--- config.mk ---
export PLATFORM = sky130hd
export DESIGN_NAME = ext_irq_ctrl
export DESIGN_NICKNAME = d
export VERILOG_FILES = /design/src/rtl/eirq_pkg.sv /design/src/rtl/eirq_sync.sv /design/src/rtl/eirq_detect.sv /design/src/rtl/eirq_regs.sv /design/src/rtl/ext_irq_ctrl.sv
export SDC_FILE = /design/constraint.sdc
export NUM_CORES = 1
export LEC_CHECK = 0
export BUFFER_PORTS_ARGS = -buffer_cell sky130_fd_sc_hd__buf_2
export CORE_AREA = 5 5 128 130
export CTS_CLUSTER_DIAMETER = 40
export DETAILED_ROUTE_END_ITERATION = 6
export DIE_AREA = 0 0 133 135
export SYNTH_ARGS = -nofsm -noshare
export SYNTH_HDL_FRONTEND = slang
export SYNTH_SLANG_ARGS = --single-unit
--- constraint.sdc ---
create_clock -name clk -period 2.35 [get_ports clk]
set_input_delay 0.235 -clock clk [delete_from_list [all_inputs] [get_ports clk]]
set_output_delay 0.235 -clock clk [all_outputs]
set_load 0.03 [all_outputs]
--- src/rtl/eirq_pkg.sv ---
package eirq_pkg;
  typedef enum logic [1:0] {
    SENSE_LOW  = 2'b00,
    SENSE_FALL = 2'b01,
    SENSE_RISE = 2'b10,
    SENSE_BOTH = 2'b11
  } sense_e;

  localparam int ADDR_W = 2;
  localparam logic [ADDR_W-1:0] ADDR_SENSE = 2'd0;
  localparam logic [ADDR_W-1:0] ADDR_FLAG  = 2'd1;
  localparam logic [ADDR_W-1:0] ADDR_MASK  = 2'd2;
endpackage

--- src/rtl/eirq_sync.sv ---
module eirq_sync #(
  parameter int N_PINS = 16
) (
  input  logic              clk,
  input  logic              rst_n,
  input  logic [N_PINS-1:0] pin_async,
  output logic [N_PINS-1:0] pin_sync
);
  logic [N_PINS-1:0] stage1;

  // Both stages reset high so an idle-high pin shows no transition.
  always_ff @(posedge clk or negedge rst_n) begin
    if (!rst_n) begin
      stage1   <= '1;
      pin_sync <= '1;
    end else begin
      stage1   <= pin_async;
      pin_sync <= stage1;
    end
  end
endmodule

--- src/rtl/eirq_detect.sv ---
module eirq_detect
  import eirq_pkg::*;
#(
  parameter int N_PINS = 16,
  localparam int SENSE_W = 2 * N_PINS
) (
  input  logic               clk,
  input  logic               rst_n,
  input  logic [N_PINS-1:0]  pin_sync,
  input  logic [SENSE_W-1:0] sense,
  output logic [N_PINS-1:0]  hit
);
  logic [N_PINS-1:0] hist;

  // History is never cleared by a mode change.
  always_ff @(posedge clk or negedge rst_n) begin
    if (!rst_n) hist <= '1;
    else        hist <= pin_sync;
  end

  for (genvar g = 0; g < N_PINS; g++) begin : g_pin
    sense_e mode;
    logic   fall, rise;
    assign mode = sense_e'(sense[2*g +: 2]);
    assign fall = hist[g] & ~pin_sync[g];
    assign rise = ~hist[g] & pin_sync[g];
    always_comb begin
      unique case (mode)
        SENSE_LOW:  hit[g] = ~pin_sync[g];
        SENSE_FALL: hit[g] = fall;
        SENSE_RISE: hit[g] = rise;
        SENSE_BOTH: hit[g] = fall | rise;
        default:    hit[g] = 1'b0;
      endcase
    end
  end
endmodule

--- src/rtl/eirq_regs.sv ---
module eirq_regs
  import eirq_pkg::*;
#(
  parameter int N_PINS = 16,
  localparam int SENSE_W = 2 * N_PINS,
  localparam int DATA_W  = SENSE_W
) (
  input  logic               clk,
  input  logic               rst_n,
  input  logic               standby,
  input  logic [ADDR_W-1:0]  addr,
  input  logic               wen,
  input  logic [DATA_W-1:0]  wdata,
  input  logic [N_PINS-1:0]  hit,
  output logic [SENSE_W-1:0] sense,
  output logic [N_PINS-1:0]  flags,
  output logic [N_PINS-1:0]  enable,
  output logic [DATA_W-1:0]  rdata
);
  localparam int PAD_W = DATA_W - N_PINS;

  logic              wr_sense, wr_flag, wr_mask;
  logic [N_PINS-1:0] keep;
  logic [N_PINS-1:0] flags_nx;

  assign wr_sense = wen && (addr == ADDR_SENSE);
  assign wr_flag  = wen && (addr == ADDR_FLAG);
  assign wr_mask  = wen && (addr == ADDR_MASK);

  // Zero bits in a status write clear; one bits keep.
  assign keep = wr_flag ? wdata[N_PINS-1:0] : '1;

  // Priority: standby clear, then set, then software clear.
  always_comb begin
    if (standby) flags_nx = '0;
    else         flags_nx = (flags & keep) | hit;
  end

  always_ff @(posedge clk or negedge rst_n) begin
    if (!rst_n) begin
      sense  <= '0;
      flags  <= '0;
      enable <= '0;
    end else begin
      flags <= flags_nx;
      if (wr_sense) sense  <= wdata[SENSE_W-1:0];
      if (wr_mask)  enable <= wdata[N_PINS-1:0];
    end
  end

  always_comb begin
    unique case (addr)
      ADDR_SENSE: rdata = sense;
      ADDR_FLAG:  rdata = {{PAD_W{1'b0}}, flags};
      ADDR_MASK:  rdata = {{PAD_W{1'b0}}, enable};
      default:    rdata = '0;
    endcase
  end
endmodule

--- src/rtl/ext_irq_ctrl.sv ---
module ext_irq_ctrl
  import eirq_pkg::*;
#(
  parameter int N_PINS = 16,
  localparam int SENSE_W = 2 * N_PINS,
  localparam int DATA_W  = SENSE_W
) (
  input  logic              clk,
  input  logic              rst_n,
  input  logic              standby,
  input  logic [N_PINS-1:0] irq_pin,
  input  logic [ADDR_W-1:0] reg_addr,
  input  logic              reg_wen,
  input  logic [DATA_W-1:0] reg_wdata,
  output logic [DATA_W-1:0] reg_rdata,
  output logic [N_PINS-1:0] irq_req,
  output logic              irq_any
);
  logic [N_PINS-1:0]  pin_sync;
  logic [N_PINS-1:0]  hit;
  logic [SENSE_W-1:0] sense;
  logic [N_PINS-1:0]  flags;
  logic [N_PINS-1:0]  enable;

  eirq_sync #(.N_PINS(N_PINS)) u_sync (
    .clk(clk), .rst_n(rst_n), .pin_async(irq_pin), .pin_sync(pin_sync)
  );

  eirq_detect #(.N_PINS(N_PINS)) u_det (
    .clk(clk), .rst_n(rst_n), .pin_sync(pin_sync), .sense(sense), .hit(hit)
  );

  eirq_regs #(.N_PINS(N_PINS)) u_regs (
    .clk(clk), .rst_n(rst_n), .standby(standby),
    .addr(reg_addr), .wen(reg_wen), .wdata(reg_wdata), .hit(hit),
    .sense(sense), .flags(flags), .enable(enable), .rdata(reg_rdata)
  );

  assign irq_req = flags & enable;
  assign irq_any = |irq_req;
endmodule

==> impl_metrics.toml, run 1 <==
[status]
status = "complete, but fails checks"
violations = "negative setup slack"

[worst_setup_path]
critPathKind = "flop to output pin"
arrival_ns = 2.12
startpoint_type = "flop"
cp-end-kind = "output pin"
crit_start = "u_regs.flags[3]$_DFF_PN0_"
required_ns = 2.12
path_max_fanout = 3
reg2reg_from = "u_sync.pin_sync[6]$_DFF_PN1_"

[synthesis]
synth_top_area_share_pct = 30.8
synth_fp_nets = 495
yosys.cell_types.count = 20
synth_edf_count = 0
synth_area_per_cell_um2 = 12.7
synth_top_flop_cell = "dfrtp_1"
synth_top_area_cell = "dfrtp_1"
yosys-top-cells-area = "dfrtp_1, dfstp_2, mux2_2"
ys_seq_area_share_pct = 55.0
synth-seq-cells = 112
syn_area_um2 = 5200
postSynthCellCount = 409
synth_async_sr_flop_share_pct = 100
yosys_warnings = 0

[timing]
tns_ns = -0.00133
timing.final.ws_setup_ns = -0.00133
worstMarginPinSlew_ns = 0.641
setup_violations = 1
fin_crit_ns = 2.35
drv_slew = 0
rsz0062_at_grt = "yes"
period_share_pct = 100
hold_viol_final = 0
slew_headroom_pct = 57.3
fin_skew_ns = 0.00713
fmax_mhz = 425

[detailed_routing]
via_per_inst = 4.68
first_pass_iters = 4
wl_per_cell_um = 16.7
wl_um = 12200
drt_iter0_markers = 135
drc = 0
ant_nets = 0
vias = 3409

[floorplan]
dieHeight_um = 135
die_x_um = 133
rows = 45
dieArea_um2 = 18000
start_util_pct = 34.6
core_um2 = 15000
boundaryPins = 103

[clocking]
cts_tree = "yes"
root_buffer = "clkbuf_16"
cts.clk_slew.worst_paths_ns = 0.07
clkLatencyLatePin_ns = 0.35
cts_buffers = 9
cts_sinks = 112
cts_max_level = 3
clockBufferDepth = 2

[power_and_ir_drop]
peakVddDrop_uv = 438
power.leakage_uw = 0.00309
p_per_area_nw_per_um2 = 766

[flow_run]
drv_cap = 0

[placed_design]
io_buffer_count = 102
place_congestion = 0.747
dp_hpwl_um = 8810

[finish]
mostFrequentLayoutCells = "buf_2, inv_1, dfrtp_1"
layout-drive-gt1-share_pct = 45.5
n_antenna_cell = 0
finish.utilization_pct = 42.9
fill_cells = 1416
area_growth_syn_to_layout_pct = 24.1
final_net_count = 622
layout_commonest_cell = "buf_2"

[global_routing]
gr-usage-all-layers_pct = 14.0
grt_max_degree = 53
antenna_found_initial = 0
grt_pass1_vias = 3728
overflow = 0
grt_first_pass_wirelength_um = 19800

[hold_path]
hp-class = "primary input to flop"
hold_start = "reg_wdata[30]"
sequential cells by signal, summed over array words and instances, names as in the netlist:
name and flops:
u_sync.pin_sync 16, u_regs.sense 32, u_regs.flags 16, u_det.hist 16, u_regs.enable 16, u_sync.stage1 16
synth_stat cells, types with 8 or more instances:
master / count
dfrtp_1: 64
inv_1: 64
dfstp_2: 48
mux2_2: 47
ha_1: 32
o21ai_0: 32
and2_1: 31
a21oi_1: 16
mux2i_1: 16
mux4_2: 16
nand2_1: 16
clkbuf_1: 8
cell type report:
| cell class | instances | area [µm²] | area share [%] |
|---|---|---|---|
| tap | 188 | 235 | 3.64 |
| multi-input combinational | 218 | 2050 | 31.8 |
| sequential | 112 | 2860 | 44.4 |
| timing repair buffer | 131 | 792 | 12.3 |
| inverter | 64 | 240 | 3.72 |
| clock buffer | 10 | 229 | 3.55 |
| clock inverter | 6 | 45.0 | 0.698 |
cell families (layout without fill, tap and decap cells):
group / count (synthesis) / after routing / share of synthesized area [%]
flops: 112 / 112 / 55.0
mux: 80 / 80 / 20.4
buf+inv: 79 / 211 / 5.84
simple gates: 58 / 58 / 6.42
compound gates: 48 / 48 / 4.62
fa+ha+maj: 32 / 32 / 7.70
repair_timing:
item	in CTS	in global routing
gates resized for setup	6	0
setup endpoints to repair	1	1
hold buffers	17	0
endpoints found under the hold margin	43	0
setup buffers	3	0
pin swaps	4	0
worst max-delay path, cell delays in order (launching register included):
cell and delay [ns]:
dfrtp_1 0.40, and2_4 0.15, or4_4 0.53, or4_4 0.54
buf_6 0.15
routing by layer:
metal	vias up	GRT usage (%)	share of wire [%]
met2	86	23.7	49
met1	1704	17.2	44
met4	0	2.71	0.65
li1	1614	-	-
met3	5	5.59	7.0
met5	-	0	0
power breakdown:
group	leakage (µW)	internal (µW)	total [µW]	switching (µW)
registers	0.00128	2210	2400	196
clock network	0.000130	726	1430	702
logic	0.00168	524	1110	588
path summary, 6_finish.rpt:
| kind | cells past startpoint | slack (ns) | to |
|---|---|---|---|
| setup / recovery | 4 | -0.001 | irq_any |
| hold / removal | 2 | 0.11 | u_regs.sense[30]$_DFFE_PN0P_ |
| setup reg to reg | 4 | 0.73 | u_regs.flags[6]$_DFF_PN0_ |
| hold reg to reg | 0 | 0.36 | u_sync.pin_sync[0]$_DFF_PN1_ |
| max in group asynchronous | 3 | 1.14 | u_det.hist[10]$_DFF_PN1_ |
| min in group asynchronous | 2 | 0.46 | u_regs.sense[11]$_DFFE_PN0P_ |
per-stage QoR:
| step | setup WS (ns) | cells | total power (µW) | hold WS, ns | instance area, µm² |
|---|---|---|---|---|---|
| floorplan | 0.292 | 409 | 3100 | -0.0606 | 5200 |
| global placement | 0.342 | 693 | 3460 | 0.291 | 5970 |
| detailed placement | 0.355 | 693 | 3500 | 0.298 | 5970 |
| CTS | -0.00815 | 729 | 5030 | 0.0976 | 6450 |
| global route | -0.0591 | 729 | 5220 | 0.0970 | 6450 |
| finish | -0.00133 | 729 | 4940 | 0.111 | 6450 |
(Power assumes the default switching activity.)
==> run 2, diff against run 1 <==
Settings changed: GPL_ROUTABILITY_DRIVEN from default to 0, SKIP_CTS_REPAIR_TIMING from default to 1.
Clock period 2.35 ns to 2.57 ns, I/O delays scaled along.
==> run 2 against run 1 <==
- the flow now finishes without violations
- combinational power fell by 12%
- core utilization barely moved
- highest routed layer is now met5
- critical endpoint unchanged
- via count rose by 0.76%
- power fell by 5.2%
==> impl_metrics.toml, run 2 (synthesized netlist as in run 1, its figures left out) <==
[detailed_routing]
drt_iter0_markers = 153
vias = 3435
wl_per_cell_um = 16.7
via_per_inst = 4.74
ant_nets = 0
drc = 0
first_pass_iters = 4
wl_um = 12100

[finish]
finish.utilization_pct = 42.9
area_growth_syn_to_layout_pct = 24.1
top_register = "u_regs.sense"
fill_cells = 1407
mostFrequentLayoutCells = "buf_2, inv_1, dfrtp_1"
final_net_count = 619
n_antenna_cell = 0
layout_commonest_cell = "buf_2"
largest_reg_flops = 32
layout-drive-gt1-share_pct = 44.5
multi_input_area_um2 = 2040
regArea_um2 = 2860

[timing]
worstMarginPinSlew_ns = 0.709
period_share_pct = 94.9
fin_skew_ns = 0.00606
drv_slew = 0
fin_crit_ns = 2.44
rsz0062_at_grt = "no"
setup_violations = 0
hold_viol_final = 0
tns_ns = 0
fmax_mhz = 410
worst_hold_slack_ns = 0.130
slew_headroom_pct = 52.6

[status]
status = "finished, final reports clean"

[placed_design]
dp_hpwl_um = 8890
io_buffer_count = 102

[flow_run]
drv_cap = 0

[floorplan]
dieArea_um2 = 18000
core_um2 = 15000
dieHeight_um = 135
start_util_pct = 34.6
boundaryPins = 103
die_x_um = 133
rows = 45

[power_and_ir_drop]
p_per_area_nw_per_um2 = 726
power_uw = 4690
power.leakage_uw = 0.00309
peakVddDrop_uv = 550

[worst_setup_path]
path_max_fanout = 3
cpMaxStageDelayCell = "or4_1"
rrSetupSlack_ns = 0.95
critPathKind = "flop to output pin"
cp-end-kind = "output pin"
startpoint_type = "flop"
path_cells = "and2_4 > or4_1 > or4_1 > buf_2"
crit_path_frequent_cell = "or4_1"
cpPeakStageDelay_ns = 0.54
arrival_ns = 2.18
required_ns = 2.31
rr_worst_depth = 4

[hold_path]
holdPathStages = 2
hp-class = "primary input to flop"

[global_routing]
grt_pass1_vias = 3617
antenna_found_initial = 1
gr-usage-all-layers_pct = 14.0
overflow = 0
grt_first_pass_wirelength_um = 19500
grt_max_degree = 48

[clocking]
cts_sinks = 112
cts_buffers = 9
clkLatencyLatePin_ns = 0.35
root_buffer = "clkbuf_16"
cts_tree = "yes"
cts_max_level = 3
clockBufferDepth = 2
cts.clk_slew.worst_paths_ns = 0.07
run 2: final timing paths:
kind / startpoint / to
max: u_regs.enable[5]$_DFFE_PN0P_ / irq_any
min: reg_wdata[23] / u_regs.sense[23]$_DFFE_PN0P_
max reg2reg: u_sync.pin_sync[6]$_DFF_PN1_ / u_regs.flags[6]$_DFF_PN0_
min reg2reg: u_sync.stage1[13]$_DFF_PN1_ / u_sync.pin_sync[13]$_DFF_PN1_
max in group asynchronous: rst_n / u_sync.stage1[0]$_DFF_PN1_
min in group asynchronous: rst_n / u_regs.sense[23]$_DFFE_PN0P_
run 2: power by group:
group	leakage, µW	internal, µW	switching, µW
registers	0.00128	2020	177
logic	0.00166	449	529
clock network	0.000146	856	660
total	0.00309	3320	1370
run 2: cell type report:
| type | count | area share (%) |
|---|---|---|
| clock inverters | 6 | 1.45 |
| repair buffers | 128 | 11.8 |
| multi-input cells | 218 | 31.5 |
| clock buffers | 9 | 3.49 |
| inverters | 64 | 3.72 |
| well taps | 188 | 3.64 |
| flip-flops and latches | 112 | 44.3 |
run 2: through the flow:
step                worst slack, ns  instances  cell area [µm²]
finish                        0.130        725             6460
global route                 0.0718        725             6460
CTS                           0.106        708             6290
detailed placement            0.510        693             5970
global placement              0.531        693             5970
floorplan                     0.490        409             5200
run 2: critical path: cells and delay by family (launching register included):
family | cells | cell delay (ns)
flops | 1 | 0.40
buf+inv | 1 | 0.20
simple gates | 3 | 1.24
run 2: layer usage:
layer / share of wire, % / wire (µm) / track usage, %
met5: 0.11 / 13 / 0
met4: 2.1 / 255 / 4.21
met3: 7.9 / 963 / 6.30
met2: 47 / 5750 / 22.3
met1: 42 / 5160 / 17.2
==> run 3, diff against run 2 <==
==> constraint.sdc (replaced) <==
create_clock -name clk -period 2.57 [get_ports clk]
set_input_delay 0.3855 -clock clk [delete_from_list [all_inputs] [get_ports clk]]
set_output_delay 0.3855 -clock clk [all_outputs]
set_load 0.03 [all_outputs]
==> run 3 against run 2 <==
- first-iteration DRC count shrank 16%
- combinational power is 2% higher
- power down 0.72%
- clock power fell by 4%
- largest power group unchanged
- sequential share of layout area is 0.90 points higher
- global-route usage decreased by 0.19 points
- flip-flop and latch count unchanged
- core utilization down 0.86 points
- worst setup slack worse by 0.085 ns
- routed wire length increased by 0.14%
==> impl_metrics.toml, run 3 (synthesized netlist as in run 1, its figures left out) <==
[global_routing]
grt_pass1_vias = 3652
antenna_found_initial = 0
gr-usage-all-layers_pct = 13.8
overflow = 0
grt_first_pass_wirelength_um = 19400
grt_max_degree = 51

[worst_setup_path]
cp-end-kind = "output pin"
critPathKind = "flop to output pin"
reg2reg_from = "u_sync.pin_sync[6]$_DFF_PN1_"
cpPeakStageDelay_ns = 0.54
crit_family = "simple AND/OR/NAND/NOR gates"
cp_num_buf_inv = 1
path_cells = "and2_4 > or4_4 > or4_4 > buf_6"
path_max_fanout = 3
cpMaxStageDelayCell = "or4_4"
arrival_ns = 2.14
crit_start = "u_regs.enable[14]$_DFFE_PN0P_"
startpoint_type = "flop"
crit_path_frequent_cell = "or4_4"
required_ns = 2.18

[placed_design]
place_area_um2 = 5980
dp_hpwl_um = 9020
io_buffer_count = 102
place_inst = 695

[finish]
final_net_count = 606
layout-drive-gt1-share_pct = 47.0
largest_reg_flops = 32
finish.utilization_pct = 42.1
mostFrequentLayoutCells = "buf_2, inv_1, dfrtp_1"
fin_cells = 715
layout_commonest_cell = "buf_2"
fin_area_um2 = 6330
area_growth_syn_to_layout_pct = 21.6
top_register = "u_regs.sense"
fill_cells = 1416

[clocking]
root_buffer = "clkbuf_16"
clockBufferDepth = 2
cts_tree = "yes"
cts_sinks = 112
cts_buffers = 9
cts.clk_slew.worst_paths_ns = 0.07
clkLatencyLatePin_ns = 0.34
cts_max_level = 3

[floorplan]
die_x_um = 133
start_util_pct = 34.6
boundaryPins = 103
rows = 45
dieHeight_um = 135
core_um2 = 15000
dieArea_um2 = 18000

[detailed_routing]
drc = 0
ant_nets = 0
vias = 3377
wl_per_cell_um = 17.0
drt_iter0_markers = 129
via_per_inst = 4.72
wl_um = 12200
first_pass_iters = 4

[timing]
period_share_pct = 98.2
slew_headroom_pct = 59.3
fmax_mhz = 396
fin_skew_ns = 0.00938
hold_viol_final = 0
drv_slew = 0
worstMarginPinSlew_ns = 0.610
tns_ns = 0
fin_crit_ns = 2.52
setup_violations = 0

[power_and_ir_drop]
power.leakage_uw = 0.00304
p_per_area_nw_per_um2 = 736
p_seq_share_pct = 47.2
switching_power_uw = 1400
p_int_uw = 3250
sw_frac_of_total_pct = 30.1
peakVddDrop_uv = 528
comb_power_share_pct = 21.3
pwr-share-clk_pct = 31.4

[hold_path]
hp-class = "primary input to async pin"

[status]
status = "finished, final reports clean"

[flow_run]
drv_cap = 0
## run 3: changes by cell type in the layout (fill, tap and decap cells not counted)
cell | previous run | this run
clkinvlp_4 | 3 | 1
bufinv_16 | 2 | 1
or4_4 | 0 | 2
and2_4 | 2 | 3
dlygate4sd3_1 | 17 | 0
buf_2 | 101 | 100
buf_4 | 9 | 13
buf_6 | 0 | 1
inv_6 | 0 | 4
diode_2 | 0 | 2
and2_1 | 31 | 30
or4_1 | 5 | 3
## run 3: final timing paths
kind / endpoint / slack, ns / cells past startpoint
worst max-delay path: irq_any / 0.05 / 4
worst min-delay path: u_regs.sense[10]$_DFFE_PN0P_ / 0.06 / 1
worst max register to register: u_regs.flags[6]$_DFF_PN0_ / 0.94 / 4
worst min register to register: u_sync.pin_sync[5]$_DFF_PN1_ / 0.36 / 0
max in group asynchronous: u_det.hist[7]$_DFF_PN1_ / 1.77 / 2
min in group clk: u_sync.stage1[8]$_DFF_PN1_ / 0.13 / 1
## run 3: stage by stage
stage / hold slack, ns / power (µW) / worst slack, ns
global placement: 0.346 / 3170 / 0.402
detailed placement: 0.347 / 3210 / 0.392
floorplan: 0.0899 / 2840 / 0.361
global route: 0.0946 / 4900 / -0.00831
CTS: 0.0676 / 4700 / 0.00439
finish: 0.0611 / 4660 / 0.0455
## run 3: layer usage
| layer | routed length [µm] | share of wire (%) | track usage (%) |
|---|---|---|---|
| met5 | 0 | 0 | 0 |
| met1 | 5210 | 43 | 16.8 |
| met2 | 6040 | 50 | 23.8 |
| met3 | 798 | 6.6 | 4.92 |
| met4 | 112 | 0.92 | 2.77 |
## run 3: power by group through the flow
stage | Sequential (µW) | Clock, µW | Combinational [µW]
finish | 2200 | 1460 | 993
global route | 2240 | 1590 | 1080
CTS | 2200 | 1510 | 980
detailed placement | 2240 | 0 | 976
global placement | 2210 | 0 | 955
floorplan | 2170 | 0 | 665
## run 3: final cells by class
cell class,count,area (µm²),area share [%]
Antenna cell,2,5.00,0.0791
Sequential cell,112,2860,45.2
Tap cell,188,235,3.72
Timing Repair Buffer,115,629,9.95
Inverter,64,240,3.80
Multi-Input combinational cell,218,2050,32.3
Clock buffer,9,225,3.56
Clock inverter,7,83.8,1.32
